**src/rtl/tip_pkg.sv**
```systemverilog
package tip_pkg;
    typedef enum logic [1:0] {
        BK_OTHER = 2'd0,
        BK_ICALL = 2'd1,
        BK_IJMP  = 2'd2,
        BK_RET   = 2'd3
    } br_kind_e;

    typedef enum logic {
        CM_SHARED   = 1'b0,
        CM_ISOLATED = 1'b1
    } ctl_mode_e;
endpackage

```
**src/rtl/tip_spec_ctrl.sv**
```systemverilog
module tip_spec_ctrl
    import tip_pkg::*;
#(
    parameter int NTHR     = 2,
    parameter int CW       = 8,
    parameter bit IMPL_ISO = 1'b1
) (
    input  logic                 clk,
    input  logic                 rst,
    input  logic [NTHR-1:0]      we,
    input  logic [NTHR*CW-1:0]   wdata,
    output logic [NTHR*CW-1:0]   rdata,
    output logic [NTHR-1:0]      fault,
    output logic                 iso_active
);
    logic [CW-1:0]   reg_q   [NTHR];
    logic [CW-1:0]   reg_nxt [NTHR];
    logic [NTHR-1:0] resv_hit;
    logic            any_nxt;
    ctl_mode_e       mode_q, mode_d;

    for (genvar t = 0; t < NTHR; t++) begin : g_thr
        assign resv_hit[t] = |wdata[t*CW+2 +: CW-2];

        always_comb begin
            reg_nxt[t] = reg_q[t];
            if (we[t] && !resv_hit[t]) begin
                reg_nxt[t]    = '0;
                reg_nxt[t][0] = wdata[t*CW];
                reg_nxt[t][1] = wdata[t*CW+1] & IMPL_ISO;
            end
        end

        always_ff @(posedge clk) begin
            if (rst) begin
                reg_q[t] <= '0;
                fault[t] <= 1'b0;
            end else begin
                reg_q[t] <= reg_nxt[t];
                fault[t] <= we[t] & resv_hit[t];
            end
        end

        assign rdata[t*CW +: CW] = reg_q[t];
    end

    always_comb begin
        any_nxt = 1'b0;
        for (int t = 0; t < NTHR; t++) begin
            any_nxt = any_nxt | reg_nxt[t][0] | reg_nxt[t][1];
        end
    end

    // Mode state register
    always_ff @(posedge clk) begin
        if (rst) mode_q <= CM_SHARED;
        else     mode_q <= mode_d;
    end

    // Transitions: SHARED->ISOLATED when a control bit becomes set, back when all clear
    always_comb begin
        mode_d = mode_q;
        unique case (mode_q)
            CM_SHARED:   if (any_nxt)  mode_d = CM_ISOLATED;
            CM_ISOLATED: if (!any_nxt) mode_d = CM_SHARED;
            default:     mode_d = CM_SHARED;
        endcase
    end

    // Outputs
    always_comb begin
        unique case (mode_q)
            CM_ISOLATED: iso_active = 1'b1;
            default:     iso_active = 1'b0;
        endcase
    end
endmodule

```
**src/rtl/tip_btb.sv**
```systemverilog
module tip_btb #(
    parameter int ENTRIES = 64,
    parameter int AW      = 32,
    parameter int TID_W   = 1
) (
    input  logic             clk,
    input  logic             rst,
    input  logic [AW-1:0]    rd_pc,
    output logic             rd_match,
    output logic [AW-1:0]    rd_target,
    output logic [TID_W-1:0] rd_owner,
    input  logic             wr_en,
    input  logic [AW-1:0]    wr_pc,
    input  logic [AW-1:0]    wr_target,
    input  logic [TID_W-1:0] wr_owner
);
    localparam int IDX_W = $clog2(ENTRIES);
    localparam int TAG_W = AW - IDX_W - 2;

    logic [ENTRIES-1:0] vld;
    logic [TAG_W-1:0]   tag_m [ENTRIES];
    logic [AW-1:0]      tgt_m [ENTRIES];
    logic [TID_W-1:0]   own_m [ENTRIES];

    logic [IDX_W-1:0] rd_idx, wr_idx;
    assign rd_idx = rd_pc[IDX_W+1:2];
    assign wr_idx = wr_pc[IDX_W+1:2];

    always_ff @(posedge clk) begin
        if (rst)        vld         <= '0;
        else if (wr_en) vld[wr_idx] <= 1'b1;
    end

    always_ff @(posedge clk) begin
        if (wr_en) begin
            tag_m[wr_idx] <= wr_pc[AW-1:IDX_W+2];
            tgt_m[wr_idx] <= wr_target;
            own_m[wr_idx] <= wr_owner;
        end
    end

    assign rd_match  = vld[rd_idx] && (tag_m[rd_idx] == rd_pc[AW-1:IDX_W+2]);
    assign rd_target = tgt_m[rd_idx];
    assign rd_owner  = own_m[rd_idx];
endmodule

```
**src/rtl/tip_ras.sv**
```systemverilog
module tip_ras #(
    parameter int DEPTH = 4,
    parameter int AW    = 32
) (
    input  logic          clk,
    input  logic          rst,
    input  logic          push,
    input  logic          pop,
    input  logic [AW-1:0] push_val,
    output logic [AW-1:0] top_val,
    output logic          nonempty
);
    localparam int CNT_W = $clog2(DEPTH + 1);
    localparam int IDX_W = (DEPTH > 1) ? $clog2(DEPTH) : 1;

    logic [AW-1:0]    stk [DEPTH];
    logic [CNT_W-1:0] cnt;
    logic             full;
    logic [CNT_W-1:0] cnt_m1;

    assign full     = (cnt == CNT_W'(DEPTH));
    assign nonempty = (cnt != '0);
    assign cnt_m1   = cnt - 1'b1;

    always_ff @(posedge clk) begin
        if (rst)                       cnt <= '0;
        else if (push && !full)        cnt <= cnt + 1'b1;
        else if (!push && pop && nonempty) cnt <= cnt_m1;
    end

    always_ff @(posedge clk) begin
        if (push) begin
            if (full) begin
                for (int i = 0; i < DEPTH - 1; i++) stk[i] <= stk[i+1];
                stk[DEPTH-1] <= push_val;
            end else begin
                stk[cnt[IDX_W-1:0]] <= push_val;
            end
        end
    end

    assign top_val = stk[cnt_m1[IDX_W-1:0]];
endmodule

```
**src/rtl/tip_predictor.sv**
```systemverilog
module tip_predictor
    import tip_pkg::*;
#(
    parameter int NTHR        = 2,
    parameter int AW          = 32,
    parameter int CW          = 8,
    parameter int BTB_ENTRIES = 64,
    parameter int RAS_DEPTH   = 4,
    parameter bit IMPL_ISO    = 1'b1,
    localparam int TID_W      = (NTHR > 1) ? $clog2(NTHR) : 1
) (
    input  logic                 clk,
    input  logic                 rst,
    input  logic [TID_W-1:0]     lk_tid,
    input  logic [AW-1:0]        lk_pc,
    input  logic [1:0]           lk_kind,
    output logic                 lk_hit,
    output logic [AW-1:0]        lk_target,
    input  logic                 up_valid,
    input  logic [TID_W-1:0]     up_tid,
    input  logic [AW-1:0]        up_pc,
    input  logic [1:0]           up_kind,
    input  logic [AW-1:0]        up_target,
    input  logic [NTHR-1:0]      cr_we,
    input  logic [NTHR*CW-1:0]   cr_wdata,
    output logic [NTHR*CW-1:0]   cr_rdata,
    output logic [NTHR-1:0]      cr_fault
);
    logic             iso_active;
    logic             btb_match;
    logic [AW-1:0]    btb_tgt;
    logic [TID_W-1:0] lk_owner;
    logic             btb_we;
    br_kind_e         lk_k, up_k;

    assign lk_k   = br_kind_e'(lk_kind);
    assign up_k   = br_kind_e'(up_kind);
    assign btb_we = up_valid && (up_k == BK_ICALL || up_k == BK_IJMP);

    tip_spec_ctrl #(.NTHR(NTHR), .CW(CW), .IMPL_ISO(IMPL_ISO)) u_ctrl (
        .clk(clk), .rst(rst), .we(cr_we), .wdata(cr_wdata),
        .rdata(cr_rdata), .fault(cr_fault), .iso_active(iso_active)
    );

    tip_btb #(.ENTRIES(BTB_ENTRIES), .AW(AW), .TID_W(TID_W)) u_btb (
        .clk(clk), .rst(rst), .rd_pc(lk_pc), .rd_match(btb_match),
        .rd_target(btb_tgt), .rd_owner(lk_owner), .wr_en(btb_we),
        .wr_pc(up_pc), .wr_target(up_target), .wr_owner(up_tid)
    );

    logic [NTHR-1:0] ras_push, ras_pop, ras_ne;
    logic [AW-1:0]   ras_top [NTHR];

    for (genvar t = 0; t < NTHR; t++) begin : g_ras
        assign ras_push[t] = up_valid && (up_tid == TID_W'(t)) && (up_k == BK_ICALL);
        assign ras_pop[t]  = up_valid && (up_tid == TID_W'(t)) && (up_k == BK_RET);
        tip_ras #(.DEPTH(RAS_DEPTH), .AW(AW)) u_ras (
            .clk(clk), .rst(rst), .push(ras_push[t]), .pop(ras_pop[t]),
            .push_val(up_pc + AW'(4)), .top_val(ras_top[t]), .nonempty(ras_ne[t])
        );
    end

    always_comb begin
        lk_hit    = 1'b0;
        lk_target = '0;
        unique case (lk_k)
            BK_ICALL, BK_IJMP: begin
                if (btb_match && (!iso_active || lk_owner == lk_tid)) begin
                    lk_hit    = 1'b1;
                    lk_target = btb_tgt;
                end
            end
            BK_RET: begin
                if (ras_ne[lk_tid]) begin
                    lk_hit    = 1'b1;
                    lk_target = ras_top[lk_tid];
                end
            end
            default: ;
        endcase
    end
endmodule

```
**config.mk**
```make
export PLATFORM = sky130hd
export DESIGN_NAME = tip_predictor
export DESIGN_NICKNAME = d
export VERILOG_FILES = /design/src/rtl/tip_pkg.sv /design/src/rtl/tip_spec_ctrl.sv /design/src/rtl/tip_btb.sv /design/src/rtl/tip_ras.sv /design/src/rtl/tip_predictor.sv
export SDC_FILE = /design/constraint.sdc
export NUM_CORES = 2
export LEC_CHECK = 0
export BUFFER_PORTS_ARGS = -buffer_cell sky130_fd_sc_hd__clkbuf_2
export CAP_MARGIN = 40
export CORE_MARGIN = 4
export CORE_UTILIZATION = 40
export CTS_BUF_LIST = sky130_fd_sc_hd__clkbuf_16
export DETAILED_ROUTE_END_ITERATION = 12
export PLACE_DENSITY = 0.64
export SLEW_MARGIN = 20
export SYNTH_ARGS = -nofsm -noshare
export SYNTH_HDL_FRONTEND = slang
export SYNTH_HIERARCHICAL = 1
export SYNTH_SLANG_ARGS = --single-unit
export TNS_END_PERCENT = 100
```
**constraint.sdc**
```tcl
create_clock -name clk -period 8.5 [get_ports clk]
set_clock_uncertainty 0.1 [all_clocks]
set_input_delay 1.7 -clock clk [delete_from_list [all_inputs] [get_ports clk]]
set_output_delay 1.7 -clock clk [all_outputs]
set_load 0.02 [all_outputs]
```
* After elaboration in Yosys (flattened, before gate mapping)
Memory sizes are Yosys's and may differ from the RTL's.
Index checks and enable logic that the tools add are counted.
** Storage, ports and cells
- Register bits after elaboration :: 73
- Bits in latches :: 0
- Bits in writable memories :: 3920
- Bits in read-only memories :: 0
- Bits of input ports :: 123
- Output and inout port bits :: 51
- Word-level logic and storage cells :: 126
- Memories :: 6
** Operators by class
- Add/sub/neg operators :: 5
- $mul :: 0
- Div/mod/pow operators :: 0
- $lt $le $gt $ge :: 5
- Equal/unequal tests :: 10
- Shift operators :: 0
- Multiplexer cells :: 48
- Bitwise logic cells :: 10
- Reduce and logical (&&, ||, !) cells :: 36
** Memory list
- u_btb.tgt_m :: words 64, width 32, rd ports 1, clocked after Yosys merged registers in 0, write ports 1, line tip_btb.sv:22 : logic [AW-1:0] tgt_m [ENTRIES];
- u_btb.tag_m :: words 64, width 24, rd ports 1, clocked after Yosys merged registers in 0, write ports 1, line tip_btb.sv:21 : logic [TAG_W-1:0] tag_m [ENTRIES];
- g_ras[0].u_ras.stk :: words 4, width 32, rd ports 4, clocked after Yosys merged registers in 0, write ports 4, line tip_ras.sv:16 : logic [AW-1:0] stk [DEPTH];
- g_ras[1].u_ras.stk :: words 4, width 32, rd ports 4, clocked after Yosys merged registers in 0, write ports 4, line tip_ras.sv:16
- u_btb.own_m :: words 64, width 1, rd ports 1, clocked after Yosys merged registers in 0, write ports 1, line tip_btb.sv:23 : logic [TID_W-1:0] own_m [ENTRIES];
- u_ctrl.reg_q :: words 2, width 8, rd ports 2, clocked after Yosys merged registers in 0, write ports 2, line tip_spec_ctrl.sv:16 : logic [CW-1:0] reg_q [NTHR];
** Operator list (count)
- 32-bit 2-to-1 mux :: 7
- 64-bit bitwise OR :: 1
- 32-bit one-hot mux with 2 select lines :: 1
- 32-bit OR reduction :: 2
- 32-bit by 3-bit adder with 32-bit output, second input constant :: 1
- 8-bit 2-to-1 mux :: 4
- 1-bit 2-to-1 mux :: 27
- 24-bit equality test :: 1
- 1-bit logical AND :: 18
- 6-bit by 7-bit less-than comparator with 1-bit output, second input constant :: 2
- 3-bit 2-to-1 mux :: 4
- 6-bit OR reduction :: 2
- 2-bit equality test, second input constant :: 4
- 1-bit logical NOT :: 7
- 3-bit by 1-bit adder with 3-bit output, second input constant :: 2
- 1-bit binary-select mux with 6-bit select :: 1
- 1-bit demux with 6-bit select :: 1
- 3-bit equality test, second input constant :: 2
- 6-bit by 1-bit >= comparator with 1-bit output, second input constant :: 1
- 3-bit nonzero test :: 2
- 3-bit by 1-bit subtractor with 3-bit output, second input constant :: 2
- 1-bit bitwise OR :: 5
- 2-bit by 1-bit equality test with 1-bit output, second input constant :: 2
- 2-bit 2-to-1 mux :: 2
- other kinds (10) :: 13

* Depth between registers and ports, before layout
- Word-level depth :: 8
- Depth in mapped cells :: 20
- Mapped depth without buffers :: 13

* By module
Netlist, hierarchy kept.
** Modules (own cells, without submodules)
- tip_btb :: instances 1, cells an instance 5962, area an instance 141443.2 um^2, sequential area each 110826.3 um^2
- tip_ras :: instances 2, cells an instance 306, area an instance 6044.5 um^2, sequential area each 3903.7 um^2
- tip_predictor :: instances 1, cells an instance 214, area an instance 1476.4 um^2, sequential area each 0.0 um^2
- tip_spec_ctrl :: instances 1, cells an instance 39, area an instance 362.8 um^2, sequential area each 140.1 um^2

* Worst setup path after synthesis
No wires, ideal clock.
- Path kind :: in2out
- Start point :: input lk_pc[2]
- End point :: output lk_target[12]
- Arrival time :: 5.098 ns
- Data required time :: 6.700 ns
- Setup slack :: 1.602 ns
- Stages :: 13
- Buffers on the path :: 6
- Cell sequence :: buf_6 buf_6 buf_6 buf_2 buf_2 mux4_2 mux4_2 mux4_2 xor2_1 a21oi_2 buf_2 a22oi_1 nor2_1
** On the way
- Cells in the longest elaborated chain, start to end :: 6
- Elaborated cells on any way between the ends :: 12
- Those cells by class :: eq/ne: 2; mux: 4; reduce/logical: 3; memory: 3
** Ends and longest elaborated chain
- start, declared :: line tip_predictor.sv:15 : input logic [AW-1:0] lk_pc,
- memory read 64 x 1 bit
- named net lk_owner :: line tip_predictor.sv:32 : logic [TID_W-1:0] lk_owner;
- 1-bit equality test :: line tip_predictor.sv:68 : if (btb_match && (!iso_active || lk_owner == lk_tid)) begin
- 1-bit logical OR :: line tip_predictor.sv:68
- 1-bit logical AND :: line tip_predictor.sv:68
- 32-bit 2-to-1 mux :: line tip_predictor.sv:68
- 32-bit one-hot mux with 2 select lines :: line tip_predictor.sv:66 : unique case (lk_k)
- end, declared :: line tip_predictor.sv:18 : output logic [AW-1:0] lk_target,
The timed path passes the listed nets, and every way through them passes these cells. The select of a mux whose other input is x is not followed.

* Worst setup path after layout
- Start point :: input lk_pc[2]
- End point :: output lk_target[0]
** On the way
- Cells in the longest elaborated chain, start to end :: 6
- Elaborated cells on any way between the ends :: 12
- Those cells by class :: eq/ne: 2; mux: 4; reduce/logical: 3; memory: 3
** Ends and longest elaborated chain
- memory read 64 x 24 bit / 1-bit binary-select mux with 6-bit select (equally long branches)
- 24-bit equality test / 1-bit 2-to-1 mux (equally long branches) :: line tip_btb.sv:42 : assign rd_match = vld[rd_idx] && (tag_m[rd_idx] == rd_pc[AW-1:IDX_W+2]);
- 1-bit logical AND (*) :: line tip_btb.sv:42
- named net btb_match :: line tip_predictor.sv:30 : logic btb_match;
- 1-bit logical AND (*) :: line tip_predictor.sv:68
- 32-bit 2-to-1 mux (*) :: line tip_predictor.sv:68
- 32-bit one-hot mux with 2 select lines (*) :: line tip_predictor.sv:66
The timed path passes the listed nets; every way through them passes the cells marked *. The select of a mux whose other input is x is not followed.

==> results.sh <==
export IMPL_place_congestion=0.8213
export IMPL_cts_tree="yes"
export IMPL_yosysSeqAreaShare_pct=76.45
export IMPL_yosysWarnings=6
export IMPL_synth_edf_count=3904
export IMPL_grt_pass1_wl_um=633100
export IMPL_ir_drop_mv=0.1908
export IMPL_synth_compound_area_share_pct=1.451
export IMPL_drc=0
export IMPL_drt_first_pass_iters=6
export IMPL_synth_xor_area_share_pct=0.3382
export IMPL_core_region_area_um2=386300
export IMPL_dieArea_um2=398500
export IMPL_cts_setup_buffers=0
export IMPL_vias_per_cell=6.151
export IMPL_clkTransAtPathRegs_ps=70
export IMPL_synth_main_ff_cell="edfxtp_1"
export IMPL_grt_pass1_vias=78016
export IMPL_synth_top_family_by_area="multiplexers"
export IMPL_hold_class="reg -> reg"
export IMPL_rows=228
export IMPL_hold_violations=0
export IMPL_status="finished clean"
export IMPL_fill_cells=31358
export IMPL_crit_path_start_kind="primary input"
export IMPL_cp_required_ps=6700
export IMPL_overflow=0
export IMPL_cts_buffers=402
export IMPL_period_share_pct=96.96
export IMPL_die_w_um=631.2
export IMPL_maxSlewViolCount=0
export IMPL_yosys_top_cells_area="edfxtp_1 (75%), mux4_2 (16%), mux2_2 (1.7%)"
export IMPL_start_util_pct=40.22
export IMPL_cap_violations=0
export IMPL_die_y_um=631.2
export IMPL_synthSimpleGateAreaFrac_pct=1.682
export IMPL_slew_limit_headroom_pct=23.23
export IMPL_antenna_left=0
export IMPL_synth_seq_cells=3981
export IMPL_num_nets_final=7585
export IMPL_io_pins=174
export IMPL_dpl_instance_area_um2=166500
export IMPL_worstSetupPathType="in -> out"
export IMPL_grtUsageTotal_pct=22.62
export IMPL_synth_top_area_share_pct=75.45
export IMPL_arrival_ps=6440
export IMPL_drt_wl_total_um=459700
export IMPL_antenna_found_initial=31
export IMPL_synth_top_cell_by_area="edfxtp_1"
export IMPL_async_flop_share_pct=0
export IMPL_crit_fanout=29
export IMPL_synth_adder_area_share_pct=0.08858
export IMPL_fin_area_um2=179500
export IMPL_clock_latency_ps=930
export IMPL_cp_end_kind="output pin"
export IMPL_drive_gt1_share_pct=33.25
export IMPL_setup_viol=0
export IMPL_area_delta_synth_final_pct=15.50
export IMPL_multi_input_area_um2=35200
export IMPL_area_sequential_um2=118800
export IMPL_place_hpwl_um=257200
export IMPL_syn_avg_cell_area_um2=22.76
export IMPL_fin_crit_ps=8242
export IMPL_drt_iter0_markers=12232
export IMPL_synthMuxAreaShare_pct=18.69
export IMPL_grt_max_degree=166
export IMPL_worst_pin_slew_ps=1152
export IMPL_ys_types=71
export IMPL_cts_sinks=3981
export IMPL_wl_per_cell_um=35.47
export IMPL_synth_area_um2=155400
export IMPL_cts_htree_levels=5
export IMPL_via_count=79701
export IMPL_powerDensity_nw_per_um2=227.9
export IMPL_syn_inst=6827
export IMPL_io_buffers=159
export IMPL_clockBufferDepth=4
export IMPL_fmax_ghz=0.1213
export IMPL_leakage_nw=56.50
export IMPL_setup_ws_ps=258.1
export IMPL_clockRootBuffer="clkbuf_16"
export IMPL_pre_cts_slack_ps=143.1
through the flow:
step | std cells | total power [mW] | hold slack, ps | utilization (%) | setup TNS [ps]
6_report | 12958 | 40.89 | 375.4 | 46.46 | 0
3_3_place_gp | 12118 | 24.11 | 343.5 | 42.65 | 0
3_5_place_dp | 12211 | 24.21 | 358.2 | 43.11 | 0
2_1_floorplan | 6838 | 23.22 | 334.8 | - | 0
4_1_cts | 12939 | 41.09 | 372.9 | 46.39 | 0
5_1_grt | 12952 | 42.07 | 398.4 | 46.45 | -1.334
area by class of cell:
| cell class | instances | share of cell area [%] |
|---|---|---|
| Clock inverter | 321 | 1.387 |
| Multi-Input combinational cell | 2462 | 19.61 |
| Sequential cell | 3981 | 66.19 |
| Antenna cell | 8 | 0.01116 |
| Timing Repair Buffer | 584 | 3.471 |
| Tap cell | 5175 | 3.608 |
| Clock buffer | 407 | 5.676 |
| Inverter | 20 | 0.04462 |
kinds of logic (layout without fill, tap and decap cells):
logic type | Yosys count | in the layout
buf+inv | 395 | 1332
fa+ha+maj | 11 | 11
mux | 1497 | 1497
simple gates | 572 | 572
compound gates | 310 | 310
xor+xnor | 60 | 60
other cells | 1 | 20
flops | 3981 | 3981
power breakdown:
part	total, mW	internal (mW)	switching [mW]
logic	2.16	0.852	1.31
clock network	17.1	9.71	7.37
registers	21.6	21.6	0.0242
total	40.9	32.2	8.71
layer usage:
metal	track usage, %	vias to the layer above	wire length (um)	part of all wire [%]
met5	0	-	108	0.023
met3	4.829	903	51700	11
met4	7.458	16	17410	3.8
met1	32.35	43173	177900	39
met2	34.75	5308	212500	46
li1	-	30301	-	-
registers in the layout (all words and copies together) (netlist names):
signal and count:
u_btb/own_m 64, u_ctrl/reg_q 4, g_ras.u_ras/cnt 6, u_btb/vld 64
u_btb/tag_m 1536, g_ras.u_ras/stk 256, u_ctrl/fault 2, u_btb/tgt_m 2048
u_ctrl/mode_q 1
cell usage in the layout (no fill, tap or decap), types with 38 or more instances in the layout:
cell type,count
mux2i_1,159
edfxtp_1,3904
a21oi_1,41
clkinv_1,102
mux4_2,1100
buf_4,268
nand2_1,101
clkbuf_2,154
nor2_1,230
nand3_1,38
mux2_2,236
dfxtp_1,75
nor2_4,64
inv_1,89
clkbuf_16,408
a22oi_1,91
buf_12,115
clkinv_2,86
Yosys cell counts, types with 23 or more instances:
master,number
buf_1,37
mux4_2,1100
edfxtp_1,3904
xor2_1,23
o22ai_1,36
clkbuf_1,148
nand2_1,101
buf_4,51
nor2b_1,24
buf_2,112
dfxtp_1,77
xnor2_1,37
nor2_1,295
a21oi_1,41
buf_6,27
nand3_1,38
mux2i_1,159
a22oi_1,91
mux2_2,236
repair_timing:
item / CTS / global route
hold buffers: 0 / 0
setup endpoints to repair: 0 / 33
resized for setup: 0 / 3
worst max-delay path: stages:
cell and delay, ps:
buf_12 230, buf_12 290, buf_12 300, mux4_2 530, a22o_1 260, nor4b_1 610
o21ai_0 470, o221ai_1 210, nor4_2 90, buf_4 160, nand3_1 200, nor4_2 90
buf_4 210, nand2_1 120, a21oi_4 40, buf_12 150, buf_4 130, a22oi_1 280
nor2_1 90, clkbuf_2 170
worst paths after layout:
check,slack (ps),cells past startpoint,startpoint,endpoint
worst max-delay path,260,20,lk_pc[2],lk_target[0]
worst max register to register,4600,7,g_ras[1].u_ras/cnt[0],g_ras[1].u_ras/stk[0][9]
worst min register to register,380,2,u_btb/vld[2],u_btb/vld[2]
worst min-delay path,380,2,u_btb/vld[2],u_btb/vld[2]
(Power assumes the default switching activity.)
